`src/rtl/cic_pkg.sv`:
```
package cic_pkg;
  parameter int CI_W      = 6;
  parameter int CI_NARROW = 4;

  typedef logic [CI_W-1:0] ci_code_t;

  // Mask of the bits that take part in a comparison for the given mode.
  function automatic ci_code_t ci_mask(input logic wide);
    ci_code_t m;
    for (int i = 0; i < CI_W; i++) m[i] = wide || (i < CI_NARROW);
    return m;
  endfunction

  // Two codes count as equal when they agree on every compared bit.
  function automatic logic ci_same(input ci_code_t a, input ci_code_t b, input logic wide);
    return ((a ^ b) & ci_mask(wide)) == '0;
  endfunction
endpackage

```
`src/rtl/cic_ch0_path.sv`:
```
module cic_ch0_path
  import cic_pkg::*;
(
  input  logic     clk,
  input  logic     rst_n,
  input  logic     frame_stb,
  input  ci_code_t rx,
  input  logic     wide,
  input  logic     rd0,
  output ci_code_t cir0,
  output logic     flag,
  output logic     pend_v,
  output logic     accept
);
  ci_code_t prev_q, cir_q, pend_q;
  logic     flag_q, pend_v_q;

  ci_code_t latest, cir_e;
  logic     stable, flag_e, pend_v_e;

  // Filter: same value in two frames in a row, and different from the last taken code.
  assign latest   = pend_v_q ? pend_q : cir_q;
  assign stable   = ci_same(rx, prev_q, wide);
  assign accept   = frame_stb && stable && !ci_same(rx, latest, wide);

  // State as seen after a host read in this cycle.
  assign flag_e   = rd0 ? pend_v_q : flag_q;
  assign cir_e    = (rd0 && pend_v_q) ? pend_q : cir_q;
  assign pend_v_e = rd0 ? 1'b0 : pend_v_q;

  always_ff @(posedge clk or negedge rst_n) begin
    if (!rst_n) begin
      prev_q   <= '0;
      cir_q    <= '0;
      pend_q   <= '0;
      flag_q   <= 1'b0;
      pend_v_q <= 1'b0;
    end else begin
      if (frame_stb) prev_q <= rx;
      if (accept && flag_e) begin
        cir_q    <= cir_e;
        pend_q   <= rx;
        pend_v_q <= 1'b1;
        flag_q   <= 1'b1;
      end else if (accept) begin
        cir_q    <= rx;
        pend_v_q <= pend_v_e;
        flag_q   <= 1'b1;
      end else begin
        cir_q    <= cir_e;
        pend_v_q <= pend_v_e;
        flag_q   <= flag_e;
      end
    end
  end

  assign cir0   = cir_q;
  assign flag   = flag_q;
  assign pend_v = pend_v_q;
endmodule

```
`src/rtl/cic_ch1_path.sv`:
```
module cic_ch1_path
  import cic_pkg::*;
(
  input  logic     clk,
  input  logic     rst_n,
  input  logic     frame_stb,
  input  ci_code_t rx_dn,
  input  ci_code_t rx_up,
  input  logic     sel_up,
  input  logic     wide,
  input  logic     en,
  input  logic     rd0,
  output ci_code_t cir1,
  output ci_code_t rx_sel,
  output logic     flag,
  output logic     change
);
  ci_code_t cir_q;
  logic     flag_q;

  assign rx_sel = sel_up ? rx_up : rx_dn;
  assign change = frame_stb && !ci_same(rx_sel, cir_q, wide);

  always_ff @(posedge clk or negedge rst_n) begin
    if (!rst_n) begin
      cir_q  <= '0;
      flag_q <= 1'b0;
    end else begin
      if (frame_stb) cir_q <= rx_sel;
      if (change && en) flag_q <= 1'b1;
      else if (rd0)     flag_q <= 1'b0;
    end
  end

  assign cir1 = cir_q;
  assign flag = flag_q;
endmodule

```
`src/rtl/cic_host_if.sv`:
```
module cic_host_if
  import cic_pkg::*;
#(
  parameter int ADDR_W = 2,
  parameter int DATA_W = 8
) (
  input  logic              clk,
  input  logic              rst_n,
  input  logic              rd,
  input  logic              wr,
  input  logic [ADDR_W-1:0] addr,
  input  logic [DATA_W-1:0] wdata,
  input  ci_code_t          cir0,
  input  logic              flag0,
  input  logic              flag1_vis,
  input  ci_code_t          cir1,
  output logic [DATA_W-1:0] rdata,
  output logic              en1,
  output logic              sel_up,
  output logic              rd0
);
  localparam int PAD_ST = DATA_W - CI_W - 2;
  localparam int PAD_C1 = DATA_W - CI_W;
  localparam int PAD_CF = DATA_W - 2;

  localparam logic [ADDR_W-1:0] A_ST0 = ADDR_W'(0);
  localparam logic [ADDR_W-1:0] A_C1  = ADDR_W'(1);
  localparam logic [ADDR_W-1:0] A_CFG = ADDR_W'(2);

  logic en_q, sel_q;
  wire  unused_wdata = ^wdata[DATA_W-1:2];

  assign rd0 = rd && (addr == A_ST0);

  always_ff @(posedge clk or negedge rst_n) begin
    if (!rst_n) begin
      en_q  <= 1'b1;
      sel_q <= 1'b0;
    end else if (wr && addr == A_CFG) begin
      en_q  <= wdata[0];
      sel_q <= wdata[1];
    end
  end

  always_comb begin
    rdata = '0;
    if (rd) begin
      unique case (addr)
        A_ST0:   rdata = {{PAD_ST{1'b0}}, flag1_vis, flag0, cir0};
        A_C1:    rdata = {{PAD_C1{1'b0}}, cir1};
        A_CFG:   rdata = {{PAD_CF{1'b0}}, sel_q, en_q};
        default: rdata = '0;
      endcase
    end
  end

  assign en1    = en_q;
  assign sel_up = sel_q;
endmodule

```
`src/rtl/cic_irq_unit.sv`:
```
module cic_irq_unit
  import cic_pkg::*;
#(
  parameter int ADDR_W = 2,
  parameter int DATA_W = 8
) (
  input  logic              clk,
  input  logic              rst_n,
  input  logic              mode_wide,
  input  logic              frame_stb,
  input  logic [CI_W-1:0]   c0_rx,
  input  logic [CI_W-1:0]   c1_rx_dn,
  input  logic [CI_W-1:0]   c1_rx_up,
  input  logic              host_rd,
  input  logic              host_wr,
  input  logic [ADDR_W-1:0] host_addr,
  input  logic [DATA_W-1:0] host_wdata,
  output logic [DATA_W-1:0] host_rdata,
  output logic              ci_irq
);
  ci_code_t cir0, cir1, c1_sel;
  logic     cic0, cic1, pend_v, ch0_take, ch1_chg;
  logic     en1, sel_up, rd0, cic1_vis;

  cic_ch0_path u_ch0 (
    .clk(clk), .rst_n(rst_n), .frame_stb(frame_stb), .rx(c0_rx), .wide(mode_wide),
    .rd0(rd0), .cir0(cir0), .flag(cic0), .pend_v(pend_v), .accept(ch0_take)
  );

  cic_ch1_path u_ch1 (
    .clk(clk), .rst_n(rst_n), .frame_stb(frame_stb), .rx_dn(c1_rx_dn), .rx_up(c1_rx_up),
    .sel_up(sel_up), .wide(mode_wide), .en(en1), .rd0(rd0), .cir1(cir1),
    .rx_sel(c1_sel), .flag(cic1), .change(ch1_chg)
  );

  assign cic1_vis = cic1 && en1;

  cic_host_if #(.ADDR_W(ADDR_W), .DATA_W(DATA_W)) u_host (
    .clk(clk), .rst_n(rst_n), .rd(host_rd), .wr(host_wr), .addr(host_addr),
    .wdata(host_wdata), .cir0(cir0), .flag0(cic0), .flag1_vis(cic1_vis), .cir1(cir1),
    .rdata(host_rdata), .en1(en1), .sel_up(sel_up), .rd0(rd0)
  );

  assign ci_irq = cic0 || cic1_vis;
endmodule

```
`config.mk`:
```
export PLATFORM = sky130hd
export DESIGN_NAME = cic_irq_unit
export DESIGN_NICKNAME = d
export VERILOG_FILES = /design/src/rtl/cic_pkg.sv /design/src/rtl/cic_ch0_path.sv /design/src/rtl/cic_ch1_path.sv /design/src/rtl/cic_host_if.sv /design/src/rtl/cic_irq_unit.sv
export SDC_FILE = /design/constraint.sdc
export NUM_CORES = 1
export LEC_CHECK = 0
export ABC_AREA = 1
export BUFFER_PORTS_ARGS = -buffer_cell sky130_fd_sc_hd__buf_4
export CAP_MARGIN = 20
export CORE_ASPECT_RATIO = 1.1
export CORE_MARGIN = 1.5
export CORE_UTILIZATION = 45
export DETAILED_ROUTE_END_ITERATION = 8
export PLACE_DENSITY = 0.77
export RECOVER_POWER = 100
export SETUP_SLACK_MARGIN = 0.4
export SLEW_MARGIN = 20
export SYNTH_ARGS = -nofsm -noshare
export SYNTH_HDL_FRONTEND = slang
export SYNTH_SLANG_ARGS = --single-unit
```
`constraint.sdc`:
```
create_clock -name clk -period 2.3 [get_ports clk]
set_input_delay 0.345 -clock clk [delete_from_list [all_inputs] [get_ports clk]]
set_output_delay 0.345 -clock clk [all_outputs]
set_load 0.005 [all_outputs]
```
* After elaboration in Yosys (flattened, before gate mapping) *
Cells that the tools add are included.

storage, ports and cells
  word-level logic and storage cells = 48
  output and inout bits = 9
  register bits after elaboration = 29
  input bits = 34

cells by class
  equality and inequality tests = 2
  bitwise gates (word level) = 6
  reduce and logical (&&, ||, !) cells = 18
  muxes and demuxes = 13

operator list
  operator                                             count
  2-to-1 mux 6 bit                                     5
  case mux 8 bit (3 select lines)                      1
  bitwise AND 6 bit                                    3
  logical NOT 6 bit                                    3
  XOR 6 bit                                            3
  logical AND 1 bit                                    9
  2-to-1 mux 8 bit                                     1
  2-to-1 mux 1 bit                                     6
  nonzero test 2 bit                                   2
  equality test 2 x 1 -> 1 bit, second input constant  1
  equality test 2 bit, second input constant           1
  logical NOT 1 bit                                    2
  logical NOT 2 bit                                    1
  logical OR 1 bit                                     1

* Longest topological paths before layout *
Gate-level depths: netlist (run 1).

  depth after elaboration = 8
  mapped depth = 12
  depth with buffers taken out = 11

* Cells and area by module *
A second synthesis (run 1) with hierarchy kept.

unflattened totals
  cell total of the unflattened synthesis = 302
  area, all modules = 2,020.7 sq um

modules (own cells, without submodules)
  module        sequential area each (sq um)  times used  area an instance (sq um)  cells an instance
  cic_ch0_path  500.5                         1           1,236.2                   172
  cic_ch1_path  175.2                         1           540.5                     83
  cic_host_if   51.3                          1           229.0                     43
  cic_irq_unit  0.0                           1           15.0                      4

* Worst setup path before layout (run 1) *
No wires, ideal clock.

  path type = flip-flop to flip-flop
  start point = register u_ch0.pend_v_q (netlist: u_ch0.pend_v)
  end point = register u_ch0.pend_q[3]
  arrival time = 1,262 ps
  cell stages (with the launch flop) = 13
  library setup time = 117 ps
  buffers on the path = 2
  setup slack = 921 ps
  period minus slack after synthesis = 1,379 ps
  path through = dfrtp_1 > buf_6 > inv_6 > nand2_2 > nand2_1 > nand2_1 > nand2_1 > nand2_1 > nand2_1 > nand3_4 > buf_6 > nand4_1 > nand2_1

on the way
  longest elaborated chain between the ends = 7

RTL lines
  item                    RTL line            RTL
  start, declared         cic_ch0_path.sv:16  logic flag_q, pend_v_q;
  start signal, assigned  cic_ch0_path.sv:47  pend_v_q <= pend_v_e;
  start signal, assigned  cic_ch0_path.sv:51  pend_v_q <= pend_v_e;
  2-to-1 mux 6 bit        cic_ch0_path.sv:22  assign latest = pend_v_q ? pend_q : cir_q;
  XOR 6 bit               cic_pkg.sv:16       return ((a ^ b) & ci_mask(wide)) == '0;
  bitwise AND 6 bit       cic_pkg.sv:16
  logical NOT 6 bit       cic_pkg.sv:16
  logical NOT 1 bit       cic_ch0_path.sv:24  assign accept = frame_stb && stable && !ci_same(rx, latest, wide);
  logical AND 1 bit       cic_ch0_path.sv:24
  logical AND 1 bit *     cic_ch0_path.sv:40  if (accept && flag_e) begin
  end signal, assigned    cic_ch0_path.sv:42  pend_q <= rx;
  end, declared           cic_ch0_path.sv:15  ci_code_t prev_q, cir_q, pend_q;

Every way passes the cells marked *; elsewhere a longest branch is shown, timed or not.
A chain may end at the register's enable or synchronous reset.

* Worst setup path in the final report (run 1) *
  start point = input port frame_stb
  end point = register u_ch0.pend_q[1]

on the way
  longest elaborated chain between the ends = 3

RTL lines
  item                            RTL line            RTL
  start, declared                 cic_irq_unit.sv:10  input logic frame_stb,
  logical AND 1 bit (2 in a row)  cic_ch0_path.sv:24
  logical AND 1 bit               cic_ch0_path.sv:40

Every way passes these cells.

==> results.txt, run 1 <==
The fraction of power spent switching nets came out at 0.3804. The worst hold path terminates at u_host.sel_up. The initial core utilization is 0.4809.

The launch instance of the worst min-delay path is host_wdata[1]. The most common flop cell mapped by yosys is dfrtp_1. The number of filler cells placed in the layout is 423. The internal cell power came out at approximately 1.2 mW.

The count of final setup violators is 0. The total inserted antenna cells is 0. The total vias in the final route came out at between 1500 and 2000.

The share of synthesized flip-flops with an asynchronous set or reset is 1.000. The vertical extent of the die is between 70 and 80 microns. Together, buffers and inverters on the worst path number 2. The final routed wire length divided by cell count came out at roughly 12 microns. The width of the die came out at 65.76 microns. Among the stages of the critical path, the cell type that occurs most often is nand2_1. The worst register-to-register path ends at u_ch0.pend_v. Buffers added to address setup during post-CTS repair amount to 0.

The library cells used most frequently in the layout, excluding fill and tap cells, are nand2_1, inv_1, buf_4, dfrtp_1, o21ai_0. The total global-route track usage is 0.2050. The worst pin sits at a relative slew slack of -0.07478. The period utilization is 0.8090. In the routed layout, each cell is associated on average with a via count of between 5 and 6. For this run, the slowest stage of the critical path takes between 300 and 400 ps. The pin slew with the least headroom to its limit is 1612 ps. The timing-limited maximum frequency came out at 537.4 MHz. The clock arrives with approximately 3.5 ps of skew. The maximum fanout count along the critical path came out at 17.

The clock transition at the registers of the reported paths is 60 ps. The number of cells on the worst hold path is 2. The worst path required time is about 2500 ps.

In this run, the number of DRC markers left after iteration 0 of detailed routing was 95. Clock tree synthesis found a total of 29 sinks. The floorplan die area is around 4700 sq um. The data arrival time at the worst-slack endpoint came out at 2030 ps.

The number of endpoints with negative hold slack in the final report came out at 0. Entering global routing, the biggest net connects 30 pins. The share of the Yosys chip area taken by registers is 0.3729. Of the total power, combinational logic draws 0.370. For this design the ratio of total power to cell area is between 800 and 900 nW/um^2. For this design the static power due to leakage is 1.205 nW. The synthesized netlist contains 30 unique library cells. Timing analysis after detailed placement gives a worst setup slack of roughly 580 ps. The worst path meets setup with 439.3 ps of slack. The net switching power came out at 0.7230 mW. The register-to-register path setup slack came out at about 710 ps. Measured in cells, the most critical reg-to-reg path has a length of 10. The cell area after synthesis is just under 2000 sq um. The number of iterations in the first detailed-routing pass came out at 4.

TritonCTS built the clock tree. The area growth from synthesis to layout is 17.59%. The slowest stage of the critical path belongs to the cell inv_1.

Max-cap violations in this run came to 1. The min-delay analysis places its worst path in the category in -> reg. The cell row count is 24. The sequential cell fraction of total power came out at 0.406. The via count of the first global-routing pass is approximately 1600.

The number of buffers inserted during clock tree synthesis is 5. Across the whole layout, storage elements account for about 730 sq um. After the last flow step, the layout net total stands at approximately 330. Setup repair after global routing left no endpoint under its margin. The final-report max-slew violation count came out at 30. The count of buffers added on input and output ports is 36.

In the final layout, the share of cells above drive strength 1 is 0.2074. The critical path startpoint is frame_stb. The floorplan step defined a core boundary enclosing approximately 4100 sq um.

The residual DRC count came out at 0. The warning count from the yosys run came out at 0. The clock latency on the worst-skew pair is 270 ps. The maximum level of the CTS H-tree came out at 2. The startpoint of the worst register-to-register path is u_ch0.pend_v.

The setup path with the least slack is of type in -> reg. The library cell used most frequently in the layout, excluding fill and tap cells, is nand2_1. The final-layout setup total negative slack is 0 ps. The net count of the mapped netlist is around 300. The final reports fail on max-capacitance violations, max-slew violations. The endpoint type of the worst setup path is a register.

The number of instances in the synthesized netlist came out at 262. The number of antenna violations at the first check in global routing came to 0. The flop and latch count out of synthesis came out at 29. The post-detailed-placement half-perimeter wirelength came out at between 3 and 4 mm. Of the total power, the clock network draws 0.224. The largest voltage drop on the vdd net is around 0.52 mV. The multi-input combinational cells in the finished layout cover a total of roughly 1000 sq um. The routed design has between 4 and 5 mm of wire. The maximum clock path buffer count is 2. The first global-routing pass estimated roughly 7.5 mm of wire. The count of nets left with antenna violations once routing finished came out at 0.

Traced cell by cell, the critical path runs through clkbuf_1, inv_1, a21oi_1, nand3_1, nor2_8, nand3_4, nand2_1, nand2_1. The shortest clock period the worst path allows after layout came out at between 1500 and 2000 ps. Counting flops with a built-in enable in the synthesized netlist gives 0. The average instance in the mapped netlist occupies about 7.4 sq um.

The global placement routability congestion is ~0.8. Clock tree synthesis selected as its root buffer the cell clkbuf_8. The aggregate global routing overflow came out at 0.

The total I/O pin count came out at 43. The family with the most delay on the worst path is simple AND/OR/NAND/NOR gates. STA classifies the critical path startpoint as an input pin. The flow ran to the end, but the final reports show violations.
power by group through the flow:
stage | Sequential, mW | Clock, mW | Combinational (mW)
floorplan | 0.738 | 0 | 0.558
global placement | 0.777 | 0 | 0.692
detailed placement | 0.780 | 0 | 0.709
CTS | 0.772 | 0.433 | 0.712
global route | 0.790 | 0.457 | 0.799
finish | 0.772 | 0.425 | 0.704
worst max path at each step:
stage | end | slack [ps] | depth (start not counted)
final | u_ch0.pend_q[1] | 440 | 8
after global routing | u_ch0.pend_q[1] | 250 | 8
after CTS | u_ch0.pend_v | 570 | 9
after detailed placement | u_ch0.pend_v | 580 | 9
after global placement | u_ch0.pend_v | 610 | 7
after floorplan | u_ch0.pend_q[3] | 920 | 12
routing by layer:
metal  part of all wire  GRT usage
met2               0.50     0.3513
met4              0.015    0.05787
met5                  0          0
met3              0.059    0.04341
met1               0.43     0.2602
state kept, by name, indices dropped and copies added (netlist names):
| name | cells |
|---|---|
| u_ch0.flag | 1 |
| u_ch0.cir0 | 6 |
| u_ch0.pend_v | 1 |
| u_host.sel_up | 1 |
| u_ch1.flag | 1 |
| u_host.en1 | 1 |
| u_ch0.pend_q | 6 |
| u_ch1.cir1 | 6 |
| u_ch0.prev_q | 6 |
layout make-up:
cell class / count / area share
timing repair buffer: 36 / 0.1114
sequential: 29 / 0.3177
inverter: 37 / 0.06496
tap: 52 / 0.02838
multi-input combinational: 189 / 0.4383
clock buffer: 8 / 0.03930
cell usage after synthesis (2+ instances only):
cell type	instances	area share
nand2_1	86	0.17
inv_1	32	0.062
dfrtp_1	28	0.36
o21ai_0	23	0.059
nand3_1	16	0.041
nand4_1	12	0.039
nor2_1	11	0.021
nand2_2	7	0.022
o21ai_1	5	0.013
xnor2_1	5	0.022
xor2_1	4	0.018
a21oi_1	3	0.0077
buf_6	3	0.017
inv_2	3	0.0058
nand3_4	3	0.027
buf_4	2	0.0077
inv_6	2	0.0090
mux2_2	2	0.012
nand2_4	2	0.012
nor2_8	2	0.021
o211ai_1	2	0.0077
metrics by stage:
step	util	power (mW)	hold WS, ps	area (sq um)	std cells
final	0.5654	1.901	304.6	2292	351
after global routing	0.5654	2.046	306.6	2292	351
after CTS	0.5716	1.917	4.019	2317	351
after detailed placement	0.5494	1.489	297.1	2227	343
after global placement	0.5494	1.469	290.1	2227	343
after floorplan	-	1.296	49.41	1949	262
cell families after synthesis:
| kind of cell | synth area share |
|---|---|
| buffers and inverters | 0.1059 |
| AO/OA/AOI/OAI | 0.1059 |
| AND/OR/NAND/NOR | 0.3633 |
| XOR/XNOR | 0.04043 |
| flip-flops | 0.3729 |
| multiplexers | 0.01155 |
worst register-to-register path, stage by stage, from the launching register on:
cell and delay (ps):
dfrtp_2 510, inv_6 150, nand2_2 60, nand2_1 50, nand2_1 50, nand2_1 60, nand2_1 40, nand2_1 90
nand3_4 190, nand3_4 170, o21ai_0 100
what timing repair did:
| item | CTS | global route |
|---|---|---|
| hold buffers | 0 | 0 |
| endpoints found under the setup margin | 0 | 1 |
| gates resized for setup | 0 | 1 |
Note: power is estimated with default switching activity, not from simulation.
==> run 2: changes to the inputs <==
--- a/config.mk
+++ b/config.mk
@@ -12,7 +12,7 @@
 export CORE_MARGIN = 1.5
 export CORE_UTILIZATION = 45
 export DETAILED_ROUTE_END_ITERATION = 8
-export PLACE_DENSITY = 0.77
+export PLACE_DENSITY = 0.8
 export RECOVER_POWER = 100
 export SETUP_SLACK_MARGIN = 0.4
 export SLEW_MARGIN = 20
==> constraint.sdc (replaced) <==
create_clock -name clk -period 1.6 [get_ports clk]
set_input_delay 0.24 -clock clk [delete_from_list [all_inputs] [get_ports clk]]
set_output_delay 0.24 -clock clk [all_outputs]
set_load 0.005 [all_outputs]
==> results.txt, run 2 (same netlist as run 1, synthesis figures left out) <==
The period utilization came out at 0.9462. Based on the critical path, the design can be clocked at up to ~660 MHz. The global placement routability congestion is 0.8628 (+8.1%). The register-to-register path setup slack was 90 ps (-620 ps). The number of iterations in the first detailed-routing pass came to 4 (unchanged).

The start-to-end type of the worst setup path is in -> out. The worst setup path is launched from an input pin. The largest voltage drop on the vdd net came to 0.5645 mV (+8.2%).

The total global-route track usage came out at 0.2166 (+0.01161). The clock transition at the registers of the reported paths is 60 ps (about the same). The final net count came out at 350 (+5.4%). The residual DRC count came out at 0 (unchanged).

The flow ran to the end, and the final reports show no timing, DRC or antenna violations. The post-layout total power is 2.975 mW (+57%). The launch instance of the worst min-delay path is host_wdata[1]. The data arrival time at the worst-slack endpoint came out at 1270 ps (-760 ps). The library cell used most frequently in the layout, excluding fill and tap cells, is nand2_1.

The maximum level of the CTS H-tree is 2 (unchanged). The maximum clock path buffer count is 2 (unchanged). The pin slew with the least headroom to its limit is 717.8 ps (-894.4 ps).

The fraction of final layout cells with drive strength greater than 1 came out at 0.3281 (+0.1207). The clock latency on the worst-skew pair came out at 280 ps (about the same). The post-place instance area came out at 2290 sq um (+2.8%). The critical register-to-register path endpoint is u_ch0.cir0[5]. The number of maximum-capacitance constraint violations was 0 (-1). The final routed wire length divided by cell count was 13.24 microns (+6.1%). In the layout the commonest cells are nand2_1, buf_4, inv_1, dfrtp_1, o21ai_0. The leakage dissipation was 1.330 nW (+10%). The total non-filler cell area in the finished layout is 2581 sq um (+13%). The area growth from synthesis to layout came out at 32.41%. The vertical extent of the die came to 72.03 microns (unchanged). Setup repair after global routing could not meet its margin everywhere. The endpoint type of the worst setup path is an output port. The count of antenna-violating nets left after detailed routing is 0 (unchanged). The instance count after placement with tap cells included came out at 349 (+1.7%). The cell area power density is 1152 nW/um^2 (+39%). The via count of the first global-routing pass was 1751 (+8.6%). The initial detailed-routing violation count is 119 (+25%). The sum of routed wire length over all layers came out at 4.885 mm (+12%).

The number of vias per cell came to 5.171 (+1.4%). The number of cells on the worst hold path came out at 2 (unchanged). The highest metal layer carrying signal wires in the routed design is met4. The clock tree root buffer cell is clkbuf_8. TritonCTS built the clock tree. The worst hold path belongs to the class in -> reg.

The met3 wire length came out at 246 microns (-4.3%). The width of the die came out at 65.76 microns (unchanged). The wire length of the first global-routing pass is 7.817 mm (+4.9%). The maximum fanout count along the critical path is 5 (-12). The final cell count without fillers was 369 (+5.1%). The worst path required time came to 1360 ps (-1110 ps). The met1 routed wirelength after detailed routing came to 1.953 mm (+3.7%). The clock skew after layout is 3.244 ps (-0.2256 ps).

The number of cells traversed by the worst register-to-register path came to 11 (+1). The length of routed met2 wiring is 2.602 mm (+20%). The startpoint of the worst register-to-register path is u_ch0.pend_v. The total vias in the final route is 1908 (+6.6%). The final-layout setup total negative slack is 0 ps (unchanged). The shortest clock period the worst path allows after layout is 1514 ps. The number of buffers added on ports is 36 (unchanged). The count of final setup violators is 0 (unchanged). The path with the worst hold slack has its endpoint at u_host.sel_up. The floorplan die area is 4736 sq um (unchanged). The final-report max-slew violation count is 0 (-100%). The aggregate global routing overflow was 0 (unchanged). The post-detailed-placement half-perimeter wirelength is 3.385 mm (+3.9%).

The TritonCTS sink count is 29 (unchanged). The number of antenna violations at the first check in global routing came out at 0 (unchanged). The number of buffers inserted during clock tree synthesis came to 5 (unchanged).

The cell row count is 24 (unchanged). The total inserted antenna cells came out at 0 (unchanged). The initial core utilization is 0.4809 (unchanged). The maximum number of pins on one net before global-route repair is 30 (unchanged). The number of endpoints with negative hold slack in the final report is 0 (unchanged). The total I/O pin count is 43 (unchanged). The area of the core came out at 4054 sq um (unchanged). The relative slew slack was 0.5215 (+0.5962).
run 2: stage by stage:
stage | util | hold slack [ps] | setup slack [ps]
after floorplan | - | -55.59 | 233.9
after detailed placement | 0.5648 | 184.1 | 66.89
after global routing | 0.6367 | 178.2 | 15.79
after global placement | 0.5648 | 184.2 | 93.29
final | 0.6367 | 184.4 | 86.03
after CTS | 0.6154 | 186.2 | 104.5
run 2: per-layer routing:
layer	track usage	vias up
met2	0.3906	74
met1	0.2590	883
met4	0.06481	0
li1	-	942
met3	0.04186	9
met5	0	-
run 2: cell type report:
cell class	instances	area (sq um)
Timing Repair Buffer	52	435.4
Sequential cell	29	726.9
Inverter	37	151.4
Fill cell	353	1473
Timing Repair inverter	1	6.256
Clock buffer	8	90.09
Tap cell	52	65.06
Multi-Input combinational cell	190	1106
run 2: how the worst max path moves through the flow:
stage                      endpoint  depth (start not counted)         start  slack, ps
floorplan           u_ch0.pend_q[3]                         12  u_ch0.pend_v        230
global placement      host_rdata[4]                          6  host_addr[1]         90
detailed placement     u_ch0.pend_v                          9  u_ch0.pend_v         70
CTS                   u_ch0.cir0[5]                         12  u_ch0.pend_v        100
global route        u_ch0.pend_q[4]                         11  u_ch0.pend_v         20
finish                host_rdata[2]                          6  host_addr[1]         90
run 2: repair_timing:
item                                    CTS  global route
endpoints found under the hold margin    28             0
endpoints found under the setup margin   24            24
setup buffers                             4             5
pin swaps                                12            15
gates cloned                              2             0
resized for setup                        27            21
hold buffers                              1             0
run 2: critical path: stages:
cell and delay (ps):
buf_6 110, or2_0 350, nor2_8 140, inv_2 70, o21ai_0 210, buf_4 150
run 2: power breakdown:
group	total (mW)	switching (mW)	internal, mW
logic	1.25	0.724	0.523
clock network	0.620	0.270	0.350
registers	1.11	0.171	0.936
==> run 3: changes to the inputs <==
--- a/config.mk
+++ b/config.mk
@@ -12,7 +12,7 @@
 export CORE_MARGIN = 1.5
 export CORE_UTILIZATION = 45
 export DETAILED_ROUTE_END_ITERATION = 8
-export PLACE_DENSITY = 0.8
+export PLACE_DENSITY = 0.71
 export RECOVER_POWER = 100
 export SETUP_SLACK_MARGIN = 0.4
 export SLEW_MARGIN = 20
==> results.txt, run 3 (same netlist as run 1, synthesis figures left out) <==
The count of buffer and inverter cells on the critical path came out at 2 (-1). The final routed wire length divided by cell count was 12.94 microns (-2.3%). The met1 routed wirelength after detailed routing came out at 2.132 mm (+9.2%). The critical path's largest stage delay came out at 540 ps (+190 ps). The clock tree root buffer cell is clkbuf_8.

The met3 wire length is 203 microns (-17%). The highest metal layer with signal wires is met4. The startpoint of the worst register-to-register path is u_ch0.pend_v.

The clock skew after layout is 5.074 ps (+1.830 ps). The initial core utilization is 0.4809 (unchanged). The slowest stage of the critical path is the dfstp_1 cell. The shortest clock period the worst path allows after layout is 1565 ps (+51.38 ps). The relative slew slack is 0.5164 (-0.005078).

The number of buffers inserted during clock tree synthesis came out at 5 (unchanged). The clock latency on the worst-skew pair was 280 ps (about the same). The length of routed met2 wiring came to 2.351 mm (-9.6%). The number of cells on the worst hold path came to 2 (unchanged).

The TritonCTS sink count is 29 (unchanged). The worst path required time is 1360 ps (about the same). The setup path with the least slack is of type reg -> out. The run finished with clean final reports. The register-to-register path setup slack came out at 80 ps (about the same). The fraction of final layout cells with drive strength greater than 1 came to 0.3206 (-0.007441).

STA classifies the critical path startpoint as a register. The critical path goes through clkbuf_1, nand2_4, nor2_1, clkbuf_4. The worst path setup slack after routing is 34.65 ps (-51.38 ps). The maximum level of the CTS H-tree came to 2 (unchanged). The clock transition at the registers of the reported paths came out at 60 ps (about the same). The cell row count is 24 (unchanged).

The initial detailed-routing violation count was 123 (+3.4%). The final-report max-slew violation count came to 0 (unchanged). The critical register-to-register path endpoint is u_ch0.pend_q[4]. The final net count came out at 348 (-0.57%). The instance count after placement with tap cells included is 349 (unchanged). The post-layout total power was 2.912 mW (-2.1%). The final cell count without fillers is 367 (-0.54%). The residual DRC count is 0 (unchanged). The launch instance of the worst min-delay path is host_wdata[1].

Compared with the post-synthesis result, the final layout area differs by 31.19%. The final-layout setup total negative slack is 0 ps (unchanged). The area of the core came out at 4054 sq um (unchanged). The floorplan die area is 4736 sq um (unchanged).

The library cell used most frequently in the layout, excluding fill and tap cells, is nand2_1. The number of maximum-capacitance constraint violations came out at 0 (unchanged). The cell area power density came out at 1139 nW/um^2 (-1.2%). The vertical extent of the die came to 72.03 microns (unchanged). The count of final setup violators is 0 (unchanged).

The data arrival time at the worst-slack endpoint came to 1330 ps (+60 ps). The total global-route track usage came out at 0.2252 (+0.008667). The total I/O pin count came out at 43 (unchanged).

The total inserted antenna cells came out at 0 (unchanged). The number of iterations in the first detailed-routing pass came out at 4 (unchanged). The pin slew with the least headroom to its limit came out at 725.4 ps (+7.617 ps). The period utilization came out at 0.9783 (+0.03211).

The total vias in the final route came to 1848 (-3.1%). The maximum number of pins on one net before global-route repair came out at 30 (unchanged). The number of filler cells placed in the layout is 386 (+9.3%). The number of cells traversed by the worst register-to-register path came out at 12 (+1). The post-detailed-placement half-perimeter wirelength was 3.355 mm (-0.89%). The global placement routability congestion is 0.8515 (-1.3%). The sum of routed wire length over all layers is 4.749 mm (-2.8%). In this run the worst hold path is classified as in -> reg. The multi-input gate area in the final layout came out at 1102 sq um (-0.34%). The number of buffers added on ports is 36 (unchanged).

In the layout the commonest cells are nand2_1, buf_4, inv_1, dfrtp_1, o21ai_0. The clock tree from TritonCTS is yes. Setup repair after global routing could not meet its margin everywhere. The leakage dissipation came out at 1.314 nW (-1.2%). The capture endpoint of the worst hold path is u_host.sel_up.

The timing-limited maximum frequency was 638.8 MHz (-3.3%). The number of endpoints with negative hold slack in the final report came out at 0 (unchanged). The aggregate global routing overflow came to 0 (unchanged). The width of the die is 65.76 microns (unchanged). The worst hold margin came out at 187.0 ps (+2.561 ps).

The largest voltage drop on the vdd net was 0.6477 mV (+15%). The storage element area came out at 726.9 sq um (unchanged). The count of antenna-violating nets left after detailed routing came out at 0 (unchanged).

The maximum fanout count along the critical path came to 3 (-2). The worst setup path is captured at an output port. The number of vias per cell came out at 5.035 (-2.6%). The pre-CTS worst setup slack came out at 60.42 ps (-6.467 ps). The wire length of the first global-routing pass came to 8.135 mm (+4.1%).

The number of antenna violations at the first check in global routing is 0 (unchanged). The maximum clock path buffer count came out at 2 (unchanged). Broken down by cell family, the worst path's largest delay share belongs to flip-flops. The via count of the first global-routing pass is 1744 (-0.40%).
[run 3: cell types whose count changed in the layout (fill, tap and decap cells not counted), moves of 2 or more]
cell | previous run | this run
nand3_1 | 12 | 14
inv_1 | 28 | 31
nand3_2 | 6 | 4
inv_2 | 7 | 3
clkinv_2 | 0 | 2
nand2_2 | 12 | 16
buf_4 | 38 | 35
nand2_1 | 80 | 75
[run 3: through the flow]
step                utilization  instance area (sq um)
floorplan                     -                   1957
CTS                      0.6235                   2527
global route             0.6309                   2557
global placement         0.5648                   2290
finish                   0.6309                   2557
detailed placement       0.5648                   2290
[run 3: final cells by class]
cell class | count | area share
clock inverter | 2 | 0.003914
tap | 52 | 0.02544
clock buffer | 6 | 0.02838
multi-input combinational | 190 | 0.4310
timing repair buffer | 50 | 0.1619
inverter | 37 | 0.06262
timing repair inverter | 1 | 0.002446
sequential | 29 | 0.2842
[run 3: worst max-delay path by stage]
| stage | from | end | cells past startpoint |
|---|---|---|---|
| floorplan | u_ch0.pend_v | u_ch0.pend_q[3] | 12 |
| global placement | host_addr[1] | host_rdata[2] | 6 |
| global route | u_ch0.pend_v | u_ch0.pend_q[0] | 12 |
| finish | u_host.en1 | host_rdata[7] | 4 |
| detailed placement | u_ch0.pend_v | u_ch0.pend_v | 11 |
| CTS | u_ch0.pend_v | u_ch0.pend_q[4] | 11 |
[run 3: timing repair]
action                                  CTS  global route
endpoints found under the hold margin    28             0
gates resized for setup                  33            15
hold buffers                              1             0
setup buffers                             5             2
cloned                                    2             0
pin swaps                                15             9
endpoints found under the setup margin   24            24
[run 3: metal layers]
layer	global-route usage	vias to the layer above
li1	-	951
met1	0.2887	851
met2	0.3749	40
met3	0.04961	6
met4	0.07870	0
met5	0	-
[run 3: report_power, final]
part / switching, mW / internal (mW) / total (mW) / leakage (nW)
clock: 0.273 / 0.300 / 0.573 / 0.0450
combinational: 0.713 / 0.523 / 1.24 / 0.912
sequential: 0.166 / 0.936 / 1.10 / 0.358
